==> config.mk <==
export PLATFORM = sky130hd
export DESIGN_NAME = dram_traffic_counter
export DESIGN_NICKNAME = d
export VERILOG_FILES = /design/src/rtl/dtc_pkg.sv /design/src/rtl/dtc_steer.sv /design/src/rtl/dtc_expand.sv /design/src/rtl/dtc_sat_counter.sv /design/src/rtl/dram_traffic_counter.sv
export SDC_FILE = /design/constraint.sdc
export NUM_CORES = 2
export LEC_CHECK = 0
export ABC_AREA = 1
export BUFFER_PORTS_ARGS = -buffer_cell sky130_fd_sc_hd__buf_4
export CAP_MARGIN = 10
export CORE_AREA = 2 2 350 352
export CTS_BUF_LIST = sky130_fd_sc_hd__clkbuf_16
export DETAILED_ROUTE_END_ITERATION = 7
export DIE_AREA = 0 0 352 354
export PLACE_DENSITY = 0.55
export SKIP_CTS_REPAIR_TIMING = 1
export SLEW_MARGIN = 20
export SYNTH_ARGS = -nofsm -noshare
export SYNTH_HDL_FRONTEND = slang
export SYNTH_SLANG_ARGS = --single-unit
==> constraint.sdc <==
create_clock -name clk_i -period 2.3 [get_ports clk_i]
set_input_delay 0.23 -clock clk_i [delete_from_list [all_inputs] [get_ports clk_i]]
set_output_delay 0.23 -clock clk_i [all_outputs]
set_load 0.005 [all_outputs]
==> src/rtl/dtc_pkg.sv <==
package dtc_pkg;
  localparam int NUM_CHAN    = 2;
  localparam int MAX_RANK    = 4;
  localparam int RANK_W      = $clog2(MAX_RANK);
  localparam int NUM_CMD_CNT = 2 * NUM_CHAN * MAX_RANK;
  localparam int NUM_SRC     = 3;
  localparam int NUM_CNT     = NUM_CMD_CNT + NUM_SRC;
  localparam int RD_AW       = $clog2(NUM_CNT);
  localparam int RD_DEPTH    = 1 << RD_AW;
  localparam int KEY_W       = 1 + 1 + RANK_W;

  typedef enum logic [1:0] {
    SRC_GFX  = 2'd0,
    SRC_CORE = 2'd1,
    SRC_IO   = 2'd2,
    SRC_NONE = 2'd3
  } src_e;

  // packed order doubles as the command-counter index
  typedef struct packed {
    logic              write;
    logic              chan;
    logic [RANK_W-1:0] rank;
  } cmd_key_t;
endpackage

==> src/rtl/dtc_steer.sv <==
module dtc_steer
  import dtc_pkg::*;
#(
  parameter int ADDR_W    = 32,
  parameter int LINE_BITS = 6
) (
  input  logic [ADDR_W-1:0] addr_i,
  input  logic [2:0]        cfg_ranks_i,
  output logic              chan_o,
  output logic [RANK_W-1:0] rank_o,
  output logic [ADDR_W-1:0] line_o
);
  localparam int RANK_LSB = LINE_BITS + 1;

  assign chan_o = addr_i[LINE_BITS];
  assign line_o = {addr_i[ADDR_W-1:LINE_BITS], {LINE_BITS{1'b0}}};

  always_comb begin
    unique case (cfg_ranks_i)
      3'd2:    rank_o = {1'b0, addr_i[RANK_LSB]};
      3'd4:    rank_o = addr_i[RANK_LSB+RANK_W-1:RANK_LSB];
      default: rank_o = '0;
    endcase
  end
endmodule

==> src/rtl/dtc_expand.sv <==
module dtc_expand
  import dtc_pkg::*;
#(
  parameter int ADDR_W = 32
) (
  input  logic              clk_i,
  input  logic              rst_ni,
  input  logic              req_valid_i,
  input  logic              req_write_i,
  input  logic              req_partial_i,
  input  logic              chan_i,
  input  logic [RANK_W-1:0] rank_i,
  input  logic [ADDR_W-1:0] line_i,
  output logic              ready_o,
  output logic              accept_o,
  output logic              cmd_valid_o,
  output cmd_key_t          cmd_key_o,
  output logic [ADDR_W-1:0] cmd_addr_o
);
  logic              pend_q;
  logic              valid_q;
  cmd_key_t          key_q;
  logic [ADDR_W-1:0] addr_q;

  assign ready_o  = ~pend_q;
  assign accept_o = req_valid_i & ~pend_q;

  always_ff @(posedge clk_i or negedge rst_ni) begin
    if (!rst_ni) begin
      pend_q  <= 1'b0;
      valid_q <= 1'b0;
      key_q   <= '0;
      addr_q  <= '0;
    end else if (pend_q) begin
      // second half of a partial write: same line, write command
      pend_q      <= 1'b0;
      valid_q     <= 1'b1;
      key_q.write <= 1'b1;
    end else if (accept_o) begin
      pend_q      <= req_write_i & req_partial_i;
      valid_q     <= 1'b1;
      key_q.write <= req_write_i & ~req_partial_i;
      key_q.chan  <= chan_i;
      key_q.rank  <= rank_i;
      addr_q      <= line_i;
    end else begin
      valid_q <= 1'b0;
    end
  end

  assign cmd_valid_o = valid_q;
  assign cmd_key_o   = key_q;
  assign cmd_addr_o  = addr_q;
endmodule

==> src/rtl/dtc_sat_counter.sv <==
module dtc_sat_counter #(
  parameter int CNT_W = 32
) (
  input  logic             clk_i,
  input  logic             rst_ni,
  input  logic             clr_i,
  input  logic             inc_i,
  output logic [CNT_W-1:0] cnt_o
);
  always_ff @(posedge clk_i or negedge rst_ni) begin
    if (!rst_ni)                  cnt_o <= '0;
    else if (clr_i)               cnt_o <= '0;
    else if (inc_i && !(&cnt_o))  cnt_o <= cnt_o + 1'b1;
  end
endmodule

==> src/rtl/dram_traffic_counter.sv <==
module dram_traffic_counter
  import dtc_pkg::*;
#(
  parameter int ADDR_W    = 32,
  parameter int CNT_W     = 32,
  parameter int LINE_BITS = 6
) (
  input  logic              clk_i,
  input  logic              rst_ni,
  input  logic [2:0]        cfg_ranks_i,
  input  logic              req_valid_i,
  output logic              req_ready_o,
  input  logic [ADDR_W-1:0] req_addr_i,
  input  logic              req_write_i,
  input  logic              req_partial_i,
  input  logic [1:0]        req_src_i,
  output logic              cmd_valid_o,
  output logic              cmd_write_o,
  output logic              cmd_chan_o,
  output logic [1:0]        cmd_rank_o,
  output logic [ADDR_W-1:0] cmd_addr_o,
  input  logic              clr_i,
  input  logic [4:0]        rd_addr_i,
  output logic [CNT_W-1:0]  rd_data_o
);
  logic              st_chan;
  logic [RANK_W-1:0] st_rank;
  logic [ADDR_W-1:0] st_line;
  logic              accept;
  cmd_key_t          cmd_key;
  logic [CNT_W-1:0]  cnt_arr [RD_DEPTH];

  dtc_steer #(.ADDR_W(ADDR_W), .LINE_BITS(LINE_BITS)) u_steer (
    .addr_i      (req_addr_i),
    .cfg_ranks_i (cfg_ranks_i),
    .chan_o      (st_chan),
    .rank_o      (st_rank),
    .line_o      (st_line)
  );

  dtc_expand #(.ADDR_W(ADDR_W)) u_expand (
    .clk_i         (clk_i),
    .rst_ni        (rst_ni),
    .req_valid_i   (req_valid_i),
    .req_write_i   (req_write_i),
    .req_partial_i (req_partial_i),
    .chan_i        (st_chan),
    .rank_i        (st_rank),
    .line_i        (st_line),
    .ready_o       (req_ready_o),
    .accept_o      (accept),
    .cmd_valid_o   (cmd_valid_o),
    .cmd_key_o     (cmd_key),
    .cmd_addr_o    (cmd_addr_o)
  );

  assign cmd_write_o = cmd_key.write;
  assign cmd_chan_o  = cmd_key.chan;
  assign cmd_rank_o  = cmd_key.rank;

  for (genvar i = 0; i < RD_DEPTH; i++) begin : g_cnt
    if (i < NUM_CMD_CNT) begin : g_cmd
      dtc_sat_counter #(.CNT_W(CNT_W)) u_cnt (
        .clk_i  (clk_i),
        .rst_ni (rst_ni),
        .clr_i  (clr_i),
        .inc_i  (cmd_valid_o && (cmd_key == KEY_W'(i))),
        .cnt_o  (cnt_arr[i])
      );
    end else if (i < NUM_CNT) begin : g_req
      dtc_sat_counter #(.CNT_W(CNT_W)) u_cnt (
        .clk_i  (clk_i),
        .rst_ni (rst_ni),
        .clr_i  (clr_i),
        .inc_i  (accept && (req_src_i == 2'(i - NUM_CMD_CNT))),
        .cnt_o  (cnt_arr[i])
      );
    end else begin : g_pad
      assign cnt_arr[i] = '0;
    end
  end

  assign rd_data_o = cnt_arr[rd_addr_i];
endmodule

# Word level (Yosys, flattened, before mapping)
# Index checks and enable logic that the tools add are counted.
# word_totals
out_inout_bits,70
input_bits,48
ff_bits,640
elab_cells,217
# op_classes
addsub,19
magnitude_cmp,1
bitwise,6
eq_ne,19
n_reduce_logical,99
n_mux,48
# ops
cell,count
2-to-1 mux 32 bit,40
adder 32 x 1 -> 32 bit (second input constant),19
AND reduction 32 bit,19
binary-select mux 32 bit (select 5 bit),1
nonzero test 2 bit,20
logical AND 1 bit,38
equality test 4 bit (second input constant),8
logical NOT 1 bit,19
equality test 4 x 3 -> 1 bit (second input constant),4
equality test 4 x 2 -> 1 bit (second input constant),2
greater-or-equal comparator 6 bit (second input constant),1
NOT 5 -> 6 bit,1
2-to-1 mux 1 bit,5
equality test 4 x 1 -> 1 bit (second input constant),1
logical NOT 4 bit,1
2-to-1 mux 4 bit,1
one-hot mux 2 bit (2 select lines),1
AND 1 bit,3
equality test 3 x 2 -> 1 bit (second input constant),1
equality test 3 bit (second input constant),1
equality test 2 x 1 -> 1 bit (second input constant),1
equality test 2 bit (second input constant),1
logical NOT 2 bit,1
NOT 1 bit,2
AND reduction 2 bit,1

# Logic depth before layout (Yosys ltp)
# depth
ltp_word,6
depth_mapped,13
ltp_nobuf,11

# Hierarchy
# From an unflattened synthesis, not the netlist that was laid out.
# unflattened
hier_cells,8818
hier_area_um2,52599.2
# modules_own_cells
mod,n_inst,area_each_um2,cells_each
dtc_sat_counter,19,2242.2,350
dram_traffic_counter,1,8151.6,1957
dtc_expand,1,1556.5,168
dtc_steer,1,290.3,43

# Worst setup path before layout
# OpenSTA, ideal clock, no wires.
# synth_path
kind,register to register
start,register g_cnt[9].g_cmd.u_cnt.cnt_o[1]
end,register g_cnt[9].g_cmd.u_cnt.cnt_o[19]
n_path_buf,1
t_arrival_ns,1.667
t_required_ns,2.234
setup_slack_ns,0.567
path_stages_with_launch,10
cell_sequence,dfrtp_1 > ha_1 > nand2_1 > nor2_1 > nand2_2 > nor2_4 > a21oi_4 > clkbuf_1 > nand4_1 > nand2_1
# synth_via
elab_chain_len,4
# synth_lines
item,line,source
from (decl),dtc_sat_counter.sv:8,output logic [CNT_W-1:0] cnt_o
from (signal assigned),dtc_sat_counter.sv:13,else if (inc_i && !(&cnt_o)) cnt_o <= cnt_o + 1'b1;
"parallel branches: the longest is 4 deep, another holds adder 32 x 1 -> 32 bit",n/a,
# Several ways; the timed one is not identified. The select of a mux whose other input is x is not followed.
# A chain may end at the register's enable or synchronous reset.

# Final worst setup path
# layout_path
start,register g_cnt[8].g_cmd.u_cnt.cnt_o[25]
end,output port rd_data_o[25]
# layout_via
elab_chain_len,3
# layout_lines
item,line,source
from (decl),dtc_sat_counter.sv:8,
from (signal assigned),dtc_sat_counter.sv:13,
binary-select mux 32 bit (select 5 bit),dram_traffic_counter.sv:83,assign rd_data_o = cnt_arr[rd_addr_i];
2-to-1 mux 32 bit (implied by the code) (2 in series),dram_traffic_counter.sv:83,
to (decl),dram_traffic_counter.sv:24,output logic [CNT_W-1:0] rd_data_o
# Every way passes these cells. The select of a mux whose other input is x is not followed.

==> flow_summary.toml <==
[status]
status = "complete, but fails checks"
violations = "setup timing"

[grt]
antenna_found_initial = 2
grt_overflow = 0
grt_pass1_wl_microns = 289000
grt_pass1_vias = 47770
grt_max_degree = 100
grt_use_total = 0.298

[timing]
relSlewSlack = 0.420
final-setup-viol-count = 32
rsz0062_at_grt = "true"
min_period_ns = 2.53
max_freq_ghz = 0.395
layout_setup_ws_ns = -0.234
timing.final.crit_share = 1.10
worst_pin_slew_ns = 0.870
skew_ns = 0.0248
timing.final.max_slew_violations = 0
hold_ws_ns = 0.0347
finalHoldViolCount = 0

[setup_path]
critPathArrivalTime_ns = 2.30
crit_required_ns = 2.07
crit_fanout = 3
crit-reg2reg-launch = "u_expand.cmd_key_o[1]$_DFFE_PN0P_"
worstSetupEndpointType = "output port"
cp_cell_sequence = "o211ai_1 > nand3_2 > nand3_2 > nand2_2 > nand2_2 > nand2_2 > buf_4"
cp-start-kind = "flip-flop"
cp_slowest_stage_delay_ns = 0.42
setup.worst_path.start = "g_cnt[8].g_cmd.u_cnt.cnt_o[25]$_DFFE_PN0P_"
path_class = "reg2out"
cp_common_cell = "nand2_2"
crit_path_top_delay_cell = "dfrtp_2"

[layout]
nFillCells = 12782
syn2layout_area_growth_pct = 21.2
nets = 8448
register_area_sq_um = 16200
multiInputGateArea_sq_um = 29400
fin_util = 0.482
fin_cells = 10072
drive_above_1_share = 0.162

[floorplanning]
rows = 128
die_w_microns = 352
io_pins = 118
die-area_sq_um = 125000
coreArea_sq_um = 121000
fp.dieH_microns = 354
initial_core_util = 0.397

[pwr]
power.switching_uw = 7860
combPwrFrac = 0.113
switching_share = 0.285
pwr-share-seq = 0.412
p_int_uw = 19800
clkPwrFrac = 0.475
ir_worst_vdd_mv = 0.551
p_leak_uw = 0.0274
p_per_area_nw_per_um2 = 474

[routing]
wl_microns = 192000
vias = 52462
avgRoutedWirePerCell_microns = 19.0
vias_per_cell = 5.21
dr.pass1.iters = 6
ant_nets = 0
drtIter0Drc = 4766
drc = 0

[clocking]
tritoncts = "built"
numCtsBuffers = 84
cts-htree-levels = 3
clk_path_buf_depth = 3
cts_sinks = 639
clkTransAtPathRegs_ns = 0.06
cts_root_buf = "clkbuf_16"
insertion_delay_ns = 0.70

[logic_synthesis]
synthSimpleGateAreaFrac = 0.469
synth-seq-area-share = 0.333
syn_area_sq_um = 48000
synth_top_family_by_area = "simple AND/OR/NAND/NOR gates"
synth_area_per_cell_sq_um = 6.04
ys_types = 44
synthArstFlopShare = 1.00
synthXorXnorAreaFrac = 0.0345
synthAdderAreaFrac = 0.00521
synthMuxAreaShare = 0.000208
synth_edf_count = 0
synth-main-ff-cell = "dfrtp_1"
synth-seq-cells = 639
yosys_warnings = 0
syn_inst = 7958
synth_compound_area_frac = 0.0727

[hold_path]
hp-class = "in2async"

[placement]
gp_congestion = 0.979
hpwl_microns = 146000
dp.cells = 9731
portBuffers = 105

[run]
cap_violations = 0
==> cell families after synthesis <==
family	Yosys count
simple gates	5510
buf+inv	985
flops	639
compound gates	613
xor+xnor	189
fa+ha+maj	20
other cells	1
mux	1
==> power groups by stage <==
stage / sequential [uW] / clock [uW] / combinational [uW]
floorplan: 11600 / 0 / 1290
global placement: 11600 / 0 / 2770
detailed placement: 11600 / 0 / 2780
CTS: 11400 / 13400 / 2790
global route: 11400 / 13800 / 3350
finish: 11400 / 13100 / 3130
==> metal layers <==
metal / GRT usage / part of all wire / vias up
met2: 0.477 / 0.45 / 1627
met1: 0.413 / 0.44 / 24572
met3: 0.0350 / 0.061 / 343
met4: 0.114 / 0.043 / 4
li1: - / - / 25916
met5: 0 / 0.00014 / -
==> registers in the layout, indices dropped and copies added, names as in the netlist <==
register and count:
g_cnt.g_req.u_cnt.cnt_o 96, u_expand.cmd_addr_o 26, u_expand.cmd_key_o 3, g_cnt.g_cmd.u_cnt.cnt_o 512, u_expand.cmd_valid_o 1, u_expand.pend_q 1
==> Yosys cell counts, types with 2 or more instances <==
master / number / area (sq um)
o21bai_1: 4 / 30.0
o21ai_0: 306 / 1530
xor2_1: 149 / 1310
xnor2_1: 40 / 350
a21oi_2: 9 / 78.8
nand2_4: 7 / 78.8
nand2_2: 25 / 156
nand2_1: 3282 / 12300
o21ai_1: 47 / 235
nand3_1: 632 / 3160
buf_1: 31 / 116
or2_2: 20 / 125
dfrtp_1: 639 / 16000
inv_2: 12 / 45.0
o32ai_1: 2 / 17.5
nor2_1: 1231 / 4620
o22ai_1: 5 / 31.3
nor2_2: 16 / 100
nor3_1: 43 / 215
and2_1: 17 / 106
a21oi_1: 104 / 521
nand3b_1: 14 / 105
nor3b_1: 3 / 22.5
nor2_8: 2 / 40.0
o211ai_1: 124 / 931
a21o_1: 3 / 22.5
ha_1: 20 / 250
buf_4: 28 / 210
buf_2: 107 / 536
buf_6: 18 / 203
clkinv_2: 2 / 10.0
inv_1: 695 / 2610
nor2_4: 25 / 282
o21ai_2: 5 / 43.8
nand4_1: 192 / 1200
a21oi_4: 2 / 32.5
clkbuf_1: 90 / 338
==> through the flow <==
step	TNS [ns]	instance area [sq um]	power, uW	setup slack, ns
3_3_place_gp	-0.153	52500	14300	-0.0668
5_1_grt	-5.45	58200	28500	-0.227
3_5_place_dp	-0.149	52500	14300	-0.0593
6_report	-3.59	58200	27600	-0.234
2_1_floorplan	0	48100	12900	0.567
4_1_cts	-13.75	55100	27600	-0.541
==> placed cells by master, fill, tap and decap left out, drive strengths merged, types with 124 or more instances in the layout <==
master,n
buf,570
dfrtp,639
inv,717
nand2,3314
nand3,633
nand4,192
nor2,1275
o211ai,124
o21ai,358
xor2,149
==> area by class of cell <==
class | instances | share of cell area
antenna | 1 | 0.0000430
clock buffer | 87 | 0.0374
clock inverter | 65 | 0.00778
inverter | 709 | 0.0462
multi-input combinational | 6340 | 0.504
sequential | 639 | 0.278
tap | 1625 | 0.0349
timing repair buffer | 606 | 0.0918
==> worst max-delay path, delay by kind of cell (launching register included) <==
kind            cells  cell delay, ns
compound gates      1            0.40
buf+inv             1            0.14
flops               1            0.42
simple gates        5            0.65
==> final timing paths <==
check	cells past startpoint	slack (ns)	to
worst max-delay path	7	-0.23	rd_data_o[25]
worst min-delay path	2	0.03	g_cnt[9].g_cmd.u_cnt.cnt_o[28]$_DFFE_PN0P_
worst max register to register	8	0.15	g_cnt[1].g_cmd.u_cnt.cnt_o[8]$_DFFE_PN0P_
worst min register to register	2	0.48	u_expand.cmd_addr_o[27]$_DFFE_PN0P_
max in group asynchronous	3	1.26	g_cnt[4].g_cmd.u_cnt.cnt_o[27]$_DFFE_PN0P_
min in group clk_i	4	0.07	g_cnt[2].g_cmd.u_cnt.cnt_o[15]$_DFFE_PN0P_
(Power assumes the default switching activity.)
